File: src/rtl/irqmc_pkg.sv
`timescale 1ns/1ps
package irqmc_pkg;
  typedef logic [7:0] cfg_byte_t;

  localparam int CH_N = 2;

  localparam cfg_byte_t A_PRI0 = 8'h50;
  localparam cfg_byte_t A_ENA  = 8'h51;
  localparam cfg_byte_t A_PRI1 = 8'h57;
  localparam cfg_byte_t A_MIR  = 8'h71;
  localparam cfg_byte_t A_PIN  = 8'h3D;
  localparam cfg_byte_t A_PIF  = 8'h09;

  localparam int PRI0_BIT = 2;
  localparam int PRI1_BIT = 4;
  localparam int MIR_BASE = 2;
  localparam int BLK_BASE = 4;

  localparam cfg_byte_t PIN_VAL = 8'h01;
  localparam cfg_byte_t PIF_VAL = 8'h8F;
  localparam cfg_byte_t ENA_CH0 = 8'h04;
  localparam cfg_byte_t ENA_CH1 = 8'h08;

  function automatic cfg_byte_t pri_addr(int c);
    return (c == 0) ? A_PRI0 : A_PRI1;
  endfunction

  function automatic int pri_bit(int c);
    return (c == 0) ? PRI0_BIT : PRI1_BIT;
  endfunction

  function automatic logic line_level(logic [CH_N-1:0] flags, logic [CH_N-1:0] blocks);
    return |(flags & ~blocks);
  endfunction

  function automatic cfg_byte_t ena_value(bit secondary);
    return secondary ? (ENA_CH0 | ENA_CH1) : ENA_CH0;
  endfunction
endpackage

File: src/rtl/irqmc_edge.sv
`timescale 1ns/1ps
module irqmc_edge (
  input  logic clk,
  input  logic rst_n,
  input  logic lvl,
  output logic rise,
  output logic fall
);
  logic prev_q;

  always_ff @(posedge clk) begin
    if (!rst_n) prev_q <= 1'b0;
    else        prev_q <= lvl;
  end

  assign rise = lvl & ~prev_q;
  assign fall = ~lvl & prev_q;
endmodule

File: src/rtl/irqmc_flag_bank.sv
`timescale 1ns/1ps
module irqmc_flag_bank
  import irqmc_pkg::*;
(
  input  logic            clk,
  input  logic            rst_n,
  input  logic [CH_N-1:0] rise,
  input  logic [CH_N-1:0] fall,
  input  logic            cfg_wr,
  input  cfg_byte_t       cfg_waddr,
  input  cfg_byte_t       cfg_wdata,
  input  logic            blk_wr,
  input  cfg_byte_t       blk_wdata,
  output logic [CH_N-1:0] pri_q,
  output logic [CH_N-1:0] mir_q,
  output logic [CH_N-1:0] blk_q
);
  logic [CH_N-1:0] hit_pri;
  logic            hit_mir;
  logic            hit_any_pri;
  logic            unused_bits;

  assign unused_bits = ^{cfg_wdata[7:5], cfg_wdata[1:0], blk_wdata[7:6], blk_wdata[3:0]};

  always_comb begin
    for (int c = 0; c < CH_N; c++) begin
      hit_pri[c] = cfg_wr && (cfg_waddr == pri_addr(c));
    end
  end
  assign hit_any_pri = |hit_pri;
  assign hit_mir     = cfg_wr && (cfg_waddr == A_MIR);

  for (genvar c = 0; c < CH_N; c++) begin : g_ch
    logic clr_pri, clr_mir;
    logic pri_w, mir_w;
    logic pri_r, mir_r;

    always_comb begin
      clr_pri = hit_pri[c] & cfg_wdata[pri_bit(c)];
      clr_mir = hit_mir & cfg_wdata[MIR_BASE + c];
      if (hit_mir) begin
        // mode byte written: clear there, copy outward
        mir_w = mir_r & ~clr_mir;
        pri_w = mir_w;
      end else if (hit_any_pri) begin
        // a legacy byte written: clear there, copy inward
        pri_w = pri_r & ~clr_pri;
        mir_w = pri_w;
      end else begin
        pri_w = pri_r;
        mir_w = mir_r;
      end
    end

    always_ff @(posedge clk) begin
      if (!rst_n) begin
        pri_r <= 1'b0;
        mir_r <= 1'b0;
      end else if (rise[c]) begin
        pri_r <= 1'b1;
        mir_r <= 1'b1;
      end else if (fall[c]) begin
        pri_r <= 1'b0;
        mir_r <= 1'b0;
      end else begin
        pri_r <= pri_w;
        mir_r <= mir_w;
      end
    end

    assign pri_q[c] = pri_r;
    assign mir_q[c] = mir_r;
  end

  always_ff @(posedge clk) begin
    if (!rst_n)      blk_q <= '0;
    else if (blk_wr) blk_q <= blk_wdata[BLK_BASE +: CH_N];
  end
endmodule

File: src/rtl/irqmc_cfg_view.sv
`timescale 1ns/1ps
module irqmc_cfg_view
  import irqmc_pkg::*;
#(
  parameter bit SECONDARY_EN = 1'b0
) (
  input  cfg_byte_t       raddr,
  input  logic [CH_N-1:0] pri,
  input  logic [CH_N-1:0] mir,
  input  logic [CH_N-1:0] blk,
  output cfg_byte_t       rdata
);
  localparam cfg_byte_t ENA_RST = ena_value(SECONDARY_EN);

  always_comb begin
    case (raddr)
      A_PRI0:  rdata = {7'b0, pri[0]} << PRI0_BIT;
      A_PRI1:  rdata = {7'b0, pri[1]} << PRI1_BIT;
      A_MIR:   rdata = ({6'b0, blk} << BLK_BASE) | ({6'b0, mir} << MIR_BASE);
      A_ENA:   rdata = ENA_RST;
      A_PIN:   rdata = PIN_VAL;
      A_PIF:   rdata = PIF_VAL;
      default: rdata = 8'h00;
    endcase
  end
endmodule

File: src/rtl/irq_mirror_combiner.sv
`timescale 1ns/1ps
module irq_mirror_combiner
  import irqmc_pkg::*;
#(
  parameter bit SECONDARY_EN = 1'b0
) (
  input  logic       clk,
  input  logic       rst_n,
  input  logic [1:0] chan_irq,
  input  logic       cfg_wr,
  input  logic [7:0] cfg_waddr,
  input  logic [7:0] cfg_wdata,
  input  logic [7:0] cfg_raddr,
  output logic [7:0] cfg_rdata,
  input  logic       blk_wr,
  input  logic [7:0] blk_wdata,
  output logic       irq_o
);
  logic [CH_N-1:0] ch_rise;
  logic [CH_N-1:0] ch_fall;
  logic [CH_N-1:0] pri_flag;
  logic [CH_N-1:0] mir_flag;
  logic [CH_N-1:0] blk_bits;

  for (genvar c = 0; c < CH_N; c++) begin : g_edge
    irqmc_edge u_edge (
      .clk  (clk),
      .rst_n(rst_n),
      .lvl  (chan_irq[c]),
      .rise (ch_rise[c]),
      .fall (ch_fall[c])
    );
  end

  irqmc_flag_bank u_bank (
    .clk      (clk),
    .rst_n    (rst_n),
    .rise     (ch_rise),
    .fall     (ch_fall),
    .cfg_wr   (cfg_wr),
    .cfg_waddr(cfg_waddr),
    .cfg_wdata(cfg_wdata),
    .blk_wr   (blk_wr),
    .blk_wdata(blk_wdata),
    .pri_q    (pri_flag),
    .mir_q    (mir_flag),
    .blk_q    (blk_bits)
  );

  irqmc_cfg_view #(.SECONDARY_EN(SECONDARY_EN)) u_view (
    .raddr(cfg_raddr),
    .pri  (pri_flag),
    .mir  (mir_flag),
    .blk  (blk_bits),
    .rdata(cfg_rdata)
  );

  assign irq_o = line_level(mir_flag, blk_bits);
endmodule

File: config.mk
export PLATFORM = sky130hd
export DESIGN_NAME = irq_mirror_combiner
export DESIGN_NICKNAME = d
export VERILOG_FILES = /design/src/rtl/irqmc_pkg.sv /design/src/rtl/irqmc_edge.sv /design/src/rtl/irqmc_flag_bank.sv /design/src/rtl/irqmc_cfg_view.sv /design/src/rtl/irq_mirror_combiner.sv
export SDC_FILE = /design/constraint.sdc
export NUM_CORES = 1
export LEC_CHECK = 0
export ABC_AREA = 1
export BUFFER_PORTS_ARGS = -buffer_cell sky130_fd_sc_hd__buf_2
export CORE_MARGIN = 8
export CORE_UTILIZATION = 44
export CTS_CLUSTER_DIAMETER = 80
export DETAILED_ROUTE_END_ITERATION = 8
export PLACE_DENSITY = 0.84
export SLEW_MARGIN = 10
export SYNTH_ARGS = -nofsm -noshare
export SYNTH_HDL_FRONTEND = slang
export SYNTH_SLANG_ARGS = --single-unit
File: constraint.sdc
create_clock -name clk -period 1.9 [get_ports clk]
set_input_delay 0.38 -clock clk [delete_from_list [all_inputs] [get_ports clk]]
set_output_delay 0.38 -clock clk [all_outputs]
set_load 0.05 [all_outputs]
==> flow_results.xml, run 1 <==
<?xml version="1.0" encoding="UTF-8"?>
<metrics>
  <group name="outcome">
    <metric name="run_status" unit="">completed</metric>
  </group>
  <group name="flow_run">
    <metric name="max_cap_viol_count" unit="">0</metric>
  </group>
  <group name="synthesis">
    <metric name="ys_seq_area_share" unit="%">17.1</metric>
    <metric name="post_synth_num_cell_types" unit="">21</metric>
    <metric name="ys_top_cells_by_area" unit="">sky130_fd_sc_hd__dfxtp_1 17%, sky130_fd_sc_hd__inv_1 14%, sky130_fd_sc_hd__nand2_1 13%</metric>
    <metric name="syn_avg_cell_area" unit="um^2">5.63</metric>
    <metric name="synth_fp_nets" unit="">167</metric>
    <metric name="synth.ff_latch_count" unit="">6</metric>
    <metric name="synth_area" unit="um^2">703</metric>
    <metric name="synth.top_cell.area_share" unit="%">17.1</metric>
    <metric name="postSynthCellCount" unit="">125</metric>
    <metric name="ys_warns" unit="">0</metric>
    <metric name="yosysTopAreaCell" unit="">sky130_fd_sc_hd__dfxtp_1</metric>
  </group>
  <group name="clock_tree">
    <metric name="clockBufferDepth" unit="">2</metric>
    <metric name="cts.repair_timing.setup_buffer_count" unit="">0</metric>
    <metric name="clk_transition_reported_paths" unit="ps">40</metric>
    <metric name="clock_latency_on_the_worst_skew_pair" unit="ps">250</metric>
    <metric name="ctsHoldBuffers" unit="">0</metric>
    <metric name="cts.root.buffer_cell" unit="">sky130_fd_sc_hd__clkbuf_4</metric>
    <metric name="tritoncts" unit="">done</metric>
    <metric name="cts_inserted_buffers" unit="">3</metric>
    <metric name="cts.htree.levels" unit="">1</metric>
    <metric name="post_cts_resize_count" unit="">0</metric>
    <metric name="clock_sink_count" unit="">6</metric>
  </group>
  <group name="placed_design">
    <metric name="post-dp-hpwl" unit="um">1660</metric>
    <metric name="place_area" unit="um^2">900</metric>
    <metric name="port_buffers" unit="">34</metric>
    <metric name="routabilityCongestion" unit="">0.842</metric>
  </group>
  <group name="power">
    <metric name="power_leakage" unit="uW">0.000535</metric>
    <metric name="p_sw" unit="uW">146</metric>
    <metric name="internal_power" unit="uW">261</metric>
    <metric name="peakVddDrop" unit="uV">360</metric>
    <metric name="power.share.combinational" unit="%">35.9</metric>
    <metric name="clockPowerShare" unit="%">29.4</metric>
    <metric name="seq_power_share" unit="%">34.7</metric>
    <metric name="power-per-cell-area" unit="mW/mm^2">439</metric>
    <metric name="netSwitchingFraction" unit="%">36.0</metric>
  </group>
  <group name="drt">
    <metric name="drt-wirelength-per-cell" unit="um">10.9</metric>
    <metric name="drt_iter0_markers" unit="">14</metric>
    <metric name="1st_pass_router_iterations" unit="">4</metric>
    <metric name="dr_total_vias" unit="">840</metric>
    <metric name="ant_nets" unit="">0</metric>
    <metric name="finalWirelength" unit="um">1920</metric>
    <metric name="remaining_drc_errors" unit="">0</metric>
    <metric name="post_drt_via_cell_ratio" unit="">4.77</metric>
  </group>
  <group name="final_layout">
    <metric name="final_layout_size_suffix_gt1_share" unit="%">33.1</metric>
    <metric name="final_common_cell" unit="">sky130_fd_sc_hd__buf_2</metric>
    <metric name="layout_common_cells" unit="">32 x sky130_fd_sc_hd__buf_2, 27 x sky130_fd_sc_hd__inv_1, 24 x sky130_fd_sc_hd__nand2_1</metric>
    <metric name="insertedDiodeCount" unit="">0</metric>
    <metric name="fill_cells" unit="">161</metric>
    <metric name="layout-area-overhead-vs-synth" unit="%">31.9</metric>
    <metric name="area_taken_by_flip_flops_and_latches" unit="um^2">120</metric>
    <metric name="stdcell_area" unit="um^2">927</metric>
    <metric name="finish.net_count" unit="">204</metric>
    <metric name="footprint_of_the_multi_input_gates" unit="um^2">480</metric>
  </group>
  <group name="grt">
    <metric name="global_route_wire_length_before_repair" unit="um">3240</metric>
    <metric name="first_global_vias" unit="">821</metric>
    <metric name="grt.overflow.total" unit="">0</metric>
    <metric name="grt_use_total" unit="%">12.1</metric>
    <metric name="antenna_found_initial" unit="">0</metric>
    <metric name="grt_start_max_net_pins" unit="">7</metric>
  </group>
  <group name="sta">
    <metric name="final.min_clock_period" unit="ps">1800</metric>
    <metric name="max_slew_violation_count" unit="">0</metric>
    <metric name="finalClockSkew" unit="ps">0.582</metric>
    <metric name="rsz0062_at_grt" unit="">no</metric>
    <metric name="max_freq" unit="MHz">555</metric>
    <metric name="hold_viol_final" unit="">0</metric>
    <metric name="finalCritPeriodShare" unit="%">94.8</metric>
    <metric name="final_total_negative_setup_slack" unit="ps">0</metric>
    <metric name="finalSetupViolCount" unit="">0</metric>
  </group>
  <group name="min_path">
    <metric name="hold_depth" unit="">3</metric>
    <metric name="hold_crit_path_type" unit="">in2reg</metric>
  </group>
  <group name="die">
    <metric name="top_level_pins" unit="">47</metric>
    <metric name="area_of_the_core_region" unit="mm^2">0.00151</metric>
    <metric name="horizontal_die_dimension" unit="um">56.0</metric>
    <metric name="rows" unit="">14</metric>
    <metric name="die-height" unit="um">56.0</metric>
    <metric name="start_util" unit="%">46.7</metric>
    <metric name="die-area" unit="mm^2">0.00313</metric>
  </group>
  <group name="critical_path">
    <metric name="critical_path_peak_fanout" unit="">3</metric>
    <metric name="critPathCaptureType" unit="">output port</metric>
    <metric name="reg2reg_depth" unit="">6</metric>
    <metric name="cp.required" unit="ps">1520</metric>
    <metric name="critical_path_class" unit="">in2out</metric>
    <metric name="crit_arrival" unit="ps">1420</metric>
    <metric name="critPathLaunchType" unit="">primary input</metric>
  </group>
</metrics>
[sequential cells by signal (all words and copies together) (netlist names)]
register,cells
g_edge.u_edge.prev_q,2
u_bank.blk_q,2
u_bank.g_ch.pri_r,2
[cell usage after synthesis, drive strengths merged]
cell,number
nor2,30
inv,29
nand2,26
nand3,13
dfxtp,6
ha,4
nand4,4
o21ai,3
a21oi,2
buf,2
o22ai,2
conb,1
nor3,1
nor4,1
o41ai,1
[power by group through the flow]
stage	combinational, uW	clock, uW	sequential [uW]
final	146	120	141
after global routing	164	133	142
after CTS	147	126	141
after detailed placement	145	0	143
after global placement	139	0	143
after floorplan	91.2	0	142
[routing by layer]
metal / share of wire, % / track usage, %
met1: 40 / 12.2
met2: 53 / 21.9
met3: 5.6 / 3.88
met4: 1.7 / 5.15
met5: 0 / 0
[metrics by stage]
stage / worst slack [ps] / power [uW] / hold WS [ps] / instances / utilization [%]
global route: 11.2 / 439 / 372 / 176 / 61.5
global placement: 108 / 282 / 456 / 173 / 59.7
floorplan: 3.80 / 233 / 444 / 125 / -
CTS: 93.7 / 413 / 340 / 176 / 61.2
finish: 98.1 / 407 / 344 / 176 / 61.5
detailed placement: 101 / 288 / 468 / 173 / 59.7
[worst max-delay path, stage by stage]
cell,delay [ps]
sky130_fd_sc_hd__buf_2,90
sky130_fd_sc_hd__inv_1,50
sky130_fd_sc_hd__nor2_1,120
sky130_fd_sc_hd__nand3_1,120
sky130_fd_sc_hd__nor3_2,190
sky130_fd_sc_hd__inv_1,100
sky130_fd_sc_hd__nor2_1,100
sky130_fd_sc_hd__buf_2,270
[logic make-up after synthesis]
kind of cell	after synthesis	synth area share [%]
other	1	0.533
AOI/OAI and AO/OA	8	6.58
and+or+nand+nor	75	51.1
adders and majority gates	4	7.12
DFF	6	17.1
buffers and inverters	31	17.6
[final timing paths]
kind                      startpoint                 endpoint  slack, ps
min                      chan_irq[0]  g_edge[0].u_edge.prev_q        340
max                     cfg_raddr[0]             cfg_rdata[5]        100
max reg2reg  g_edge[1].u_edge.prev_q     u_bank.g_ch[1].pri_r        910
min reg2reg          u_bank.blk_q[1]          u_bank.blk_q[1]        480
[cell type report]
| cell class | instances | area share (%) |
|---|---|---|
| repair buffers | 34 | 18.9 |
| well taps | 16 | 2.16 |
| clock buffers | 3 | 2.43 |
| multi-input cells | 88 | 51.8 |
| inverters | 29 | 11.7 |
| flip-flops and latches | 6 | 13.0 |
Power figures use the tool's default switching activity.
==> run 2, diff against run 1 <==
- MAX_ROUTING_LAYER: unset -> met4
==> run 2 against run 1 <==
Cell count stayed put. Critical path type unchanged. Critical endpoint unchanged. Clock skew about the same. Worst hold slack is essentially flat. Sequential cell count is the same. Largest power group unchanged. Register-to-register slack barely moved. Maximum frequency barely moved. Clock power hardly changed. Die area is the same. Power hardly changed. Worst setup slack about the same. Clock-buffer cell count unchanged. Sequential share of layout area unchanged.
==> flow_results.xml, run 2 (same netlist as run 1, synthesis figures left out) <==
<?xml version="1.0" encoding="UTF-8"?>
<metrics>
  <group name="outcome">
    <metric name="run_status" unit="">completed</metric>
  </group>
  <group name="critical_path">
    <metric name="critical_path.slowest_cell" unit="">sky130_fd_sc_hd__buf_2</metric>
    <metric name="critical_path_peak_fanout" unit="">3</metric>
    <metric name="reg2reg_depth" unit="">6</metric>
    <metric name="critical_path_class" unit="">in2out</metric>
    <metric name="critPathLaunchType" unit="">primary input</metric>
    <metric name="critical-path-max-stage-delay" unit="ps">270</metric>
    <metric name="critPathCaptureType" unit="">output port</metric>
    <metric name="crit_arrival" unit="ps">1420</metric>
    <metric name="cp.required" unit="ps">1520</metric>
    <metric name="series_of_cell_instances_along_the_critical_path" unit="">buf_2 &gt; inv_1 &gt; nor2_1 &gt; nand3_1 &gt; nor3_2 &gt; inv_1 &gt; nor2_1 &gt; buf_2</metric>
  </group>
  <group name="power">
    <metric name="p_sw" unit="uW">146</metric>
    <metric name="power_leakage" unit="uW">0.000535</metric>
    <metric name="internal_power" unit="uW">261</metric>
    <metric name="netSwitchingFraction" unit="%">35.9</metric>
    <metric name="post-layout-total-power" unit="uW">407</metric>
    <metric name="seq_power_share" unit="%">34.7</metric>
    <metric name="clockPowerShare" unit="%">29.4</metric>
    <metric name="power.share.combinational" unit="%">35.9</metric>
    <metric name="peakVddDrop" unit="uV">360</metric>
    <metric name="power-per-cell-area" unit="mW/mm^2">439</metric>
  </group>
  <group name="sta">
    <metric name="hold_viol_final" unit="">0</metric>
    <metric name="finalClockSkew" unit="ps">0.595</metric>
    <metric name="timing.final.ws_setup" unit="ps">98.4</metric>
    <metric name="final.min_clock_period" unit="ps">1800</metric>
    <metric name="rsz0062_at_grt" unit="">no</metric>
    <metric name="finalCritPeriodShare" unit="%">94.8</metric>
    <metric name="finalSetupViolCount" unit="">0</metric>
    <metric name="max_slew_violation_count" unit="">0</metric>
    <metric name="final_total_negative_setup_slack" unit="ps">0</metric>
    <metric name="max_freq" unit="MHz">555</metric>
  </group>
  <group name="min_path">
    <metric name="hold_depth" unit="">3</metric>
    <metric name="hold_crit_path_type" unit="">in2reg</metric>
  </group>
  <group name="placed_design">
    <metric name="dp_slack" unit="ps">101</metric>
    <metric name="placedCellCount" unit="">173</metric>
    <metric name="port_buffers" unit="">34</metric>
    <metric name="place_area" unit="um^2">900</metric>
    <metric name="post-dp-hpwl" unit="um">1660</metric>
    <metric name="routabilityCongestion" unit="">0.855</metric>
  </group>
  <group name="flow_run">
    <metric name="max_cap_viol_count" unit="">0</metric>
  </group>
  <group name="final_layout">
    <metric name="layout_common_cells" unit="">32 x sky130_fd_sc_hd__buf_2, 27 x sky130_fd_sc_hd__inv_1, 24 x sky130_fd_sc_hd__nand2_1</metric>
    <metric name="final_common_cell" unit="">sky130_fd_sc_hd__buf_2</metric>
    <metric name="final_layout_size_suffix_gt1_share" unit="%">33.1</metric>
    <metric name="layout-area-overhead-vs-synth" unit="%">31.9</metric>
    <metric name="finish.net_count" unit="">204</metric>
    <metric name="leading_registers_by_flop_count" unit="">g_edge.u_edge.prev_q x2, u_bank.blk_q x2, u_bank.g_ch.pri_r x2</metric>
    <metric name="fin_cells" unit="">176</metric>
    <metric name="stdcell_area" unit="um^2">927</metric>
    <metric name="fill_cells" unit="">161</metric>
    <metric name="insertedDiodeCount" unit="">0</metric>
    <metric name="area_taken_by_flip_flops_and_latches" unit="um^2">120</metric>
    <metric name="footprint_of_the_multi_input_gates" unit="um^2">480</metric>
  </group>
  <group name="clock_tree">
    <metric name="clock_latency_on_the_worst_skew_pair" unit="ps">250</metric>
    <metric name="clockBufferDepth" unit="">2</metric>
    <metric name="clock_sink_count" unit="">6</metric>
    <metric name="cts.root.buffer_cell" unit="">sky130_fd_sc_hd__clkbuf_4</metric>
    <metric name="cts_inserted_buffers" unit="">3</metric>
    <metric name="ctsHoldBuffers" unit="">0</metric>
    <metric name="clk_transition_reported_paths" unit="ps">40</metric>
    <metric name="tritoncts" unit="">done</metric>
    <metric name="cts.htree.levels" unit="">1</metric>
  </group>
  <group name="grt">
    <metric name="grt.overflow.total" unit="">0</metric>
    <metric name="antenna_found_initial" unit="">0</metric>
    <metric name="grt_use_total" unit="%">12.4</metric>
    <metric name="grt_start_max_net_pins" unit="">7</metric>
    <metric name="global_route_wire_length_before_repair" unit="um">3240</metric>
    <metric name="first_global_vias" unit="">821</metric>
  </group>
  <group name="die">
    <metric name="area_of_the_core_region" unit="mm^2">0.00151</metric>
    <metric name="start_util" unit="%">46.7</metric>
    <metric name="die-area" unit="mm^2">0.00313</metric>
    <metric name="rows" unit="">14</metric>
    <metric name="top_level_pins" unit="">47</metric>
    <metric name="horizontal_die_dimension" unit="um">56.0</metric>
    <metric name="die-height" unit="um">56.0</metric>
  </group>
  <group name="drt">
    <metric name="1st_pass_router_iterations" unit="">4</metric>
    <metric name="drt_iter0_markers" unit="">14</metric>
    <metric name="drt-wirelength-per-cell" unit="um">10.9</metric>
    <metric name="post_drt_via_cell_ratio" unit="">4.78</metric>
    <metric name="ant_nets" unit="">0</metric>
    <metric name="finalWirelength" unit="um">1910</metric>
    <metric name="remaining_drc_errors" unit="">0</metric>
    <metric name="dr_total_vias" unit="">842</metric>
  </group>
</metrics>
## run 2: cell counts in the layout (fill, tap and decap cells not counted)
No cell type changed its count.
## run 2: critical path: cells and delay by family
| kind | cells | cell delay [ps] |
|---|---|---|
| and+or+nand+nor | 4 | 530 |
| buffers and inverters | 4 | 510 |
## run 2: what timing repair did
action | 4_1_cts | 5_1_grt
setup buffers | 0 | 0
endpoints found under the setup margin | 0 | 2
resized for setup | 0 | 3
## run 2: final cells by class
class	instances	share of cell area [%]
flip-flops and latches	6	13.0
clock buffers	3	2.43
well taps	16	2.16
multi-input cells	88	51.8
repair buffers	34	18.9
inverters	29	11.7
## run 2: metal layers
layer / vias up / share of wire [%] / GRT usage [%]
li1: 454 / - / -
met1: 358 / 40 / 12.6
met2: 27 / 53 / 21.9
met3: 3 / 5.0 / 3.20
met4: 0 / 1.7 / 5.15
met5: - / 0 / -
## run 2: power by group through the flow
| stage | combinational (uW) | clock [uW] | sequential [uW] |
|---|---|---|---|
| floorplan | 91.2 | 0 | 142 |
| global placement | 139 | 0 | 143 |
| detailed placement | 145 | 0 | 143 |
| CTS | 147 | 126 | 141 |
| global route | 164 | 133 | 142 |
| finish | 146 | 120 | 141 |
## run 2: final timing paths
path                                start                       to  slack, ps
setup reg to reg  g_edge[1].u_edge.prev_q     u_bank.g_ch[1].pri_r        910
hold reg to reg           u_bank.blk_q[1]          u_bank.blk_q[1]        480
hold / removal                chan_irq[0]  g_edge[0].u_edge.prev_q        340
setup / recovery             cfg_raddr[0]             cfg_rdata[5]        100
## run 2: per-stage QoR
| stage | util, % | hold slack, ps |
|---|---|---|
| 3_5_place_dp | 59.7 | 468 |
| 2_1_floorplan | - | 444 |
| 4_1_cts | 61.2 | 340 |
| 6_report | 61.5 | 344 |
| 3_3_place_gp | 59.7 | 456 |
| 5_1_grt | 61.5 | 372 |
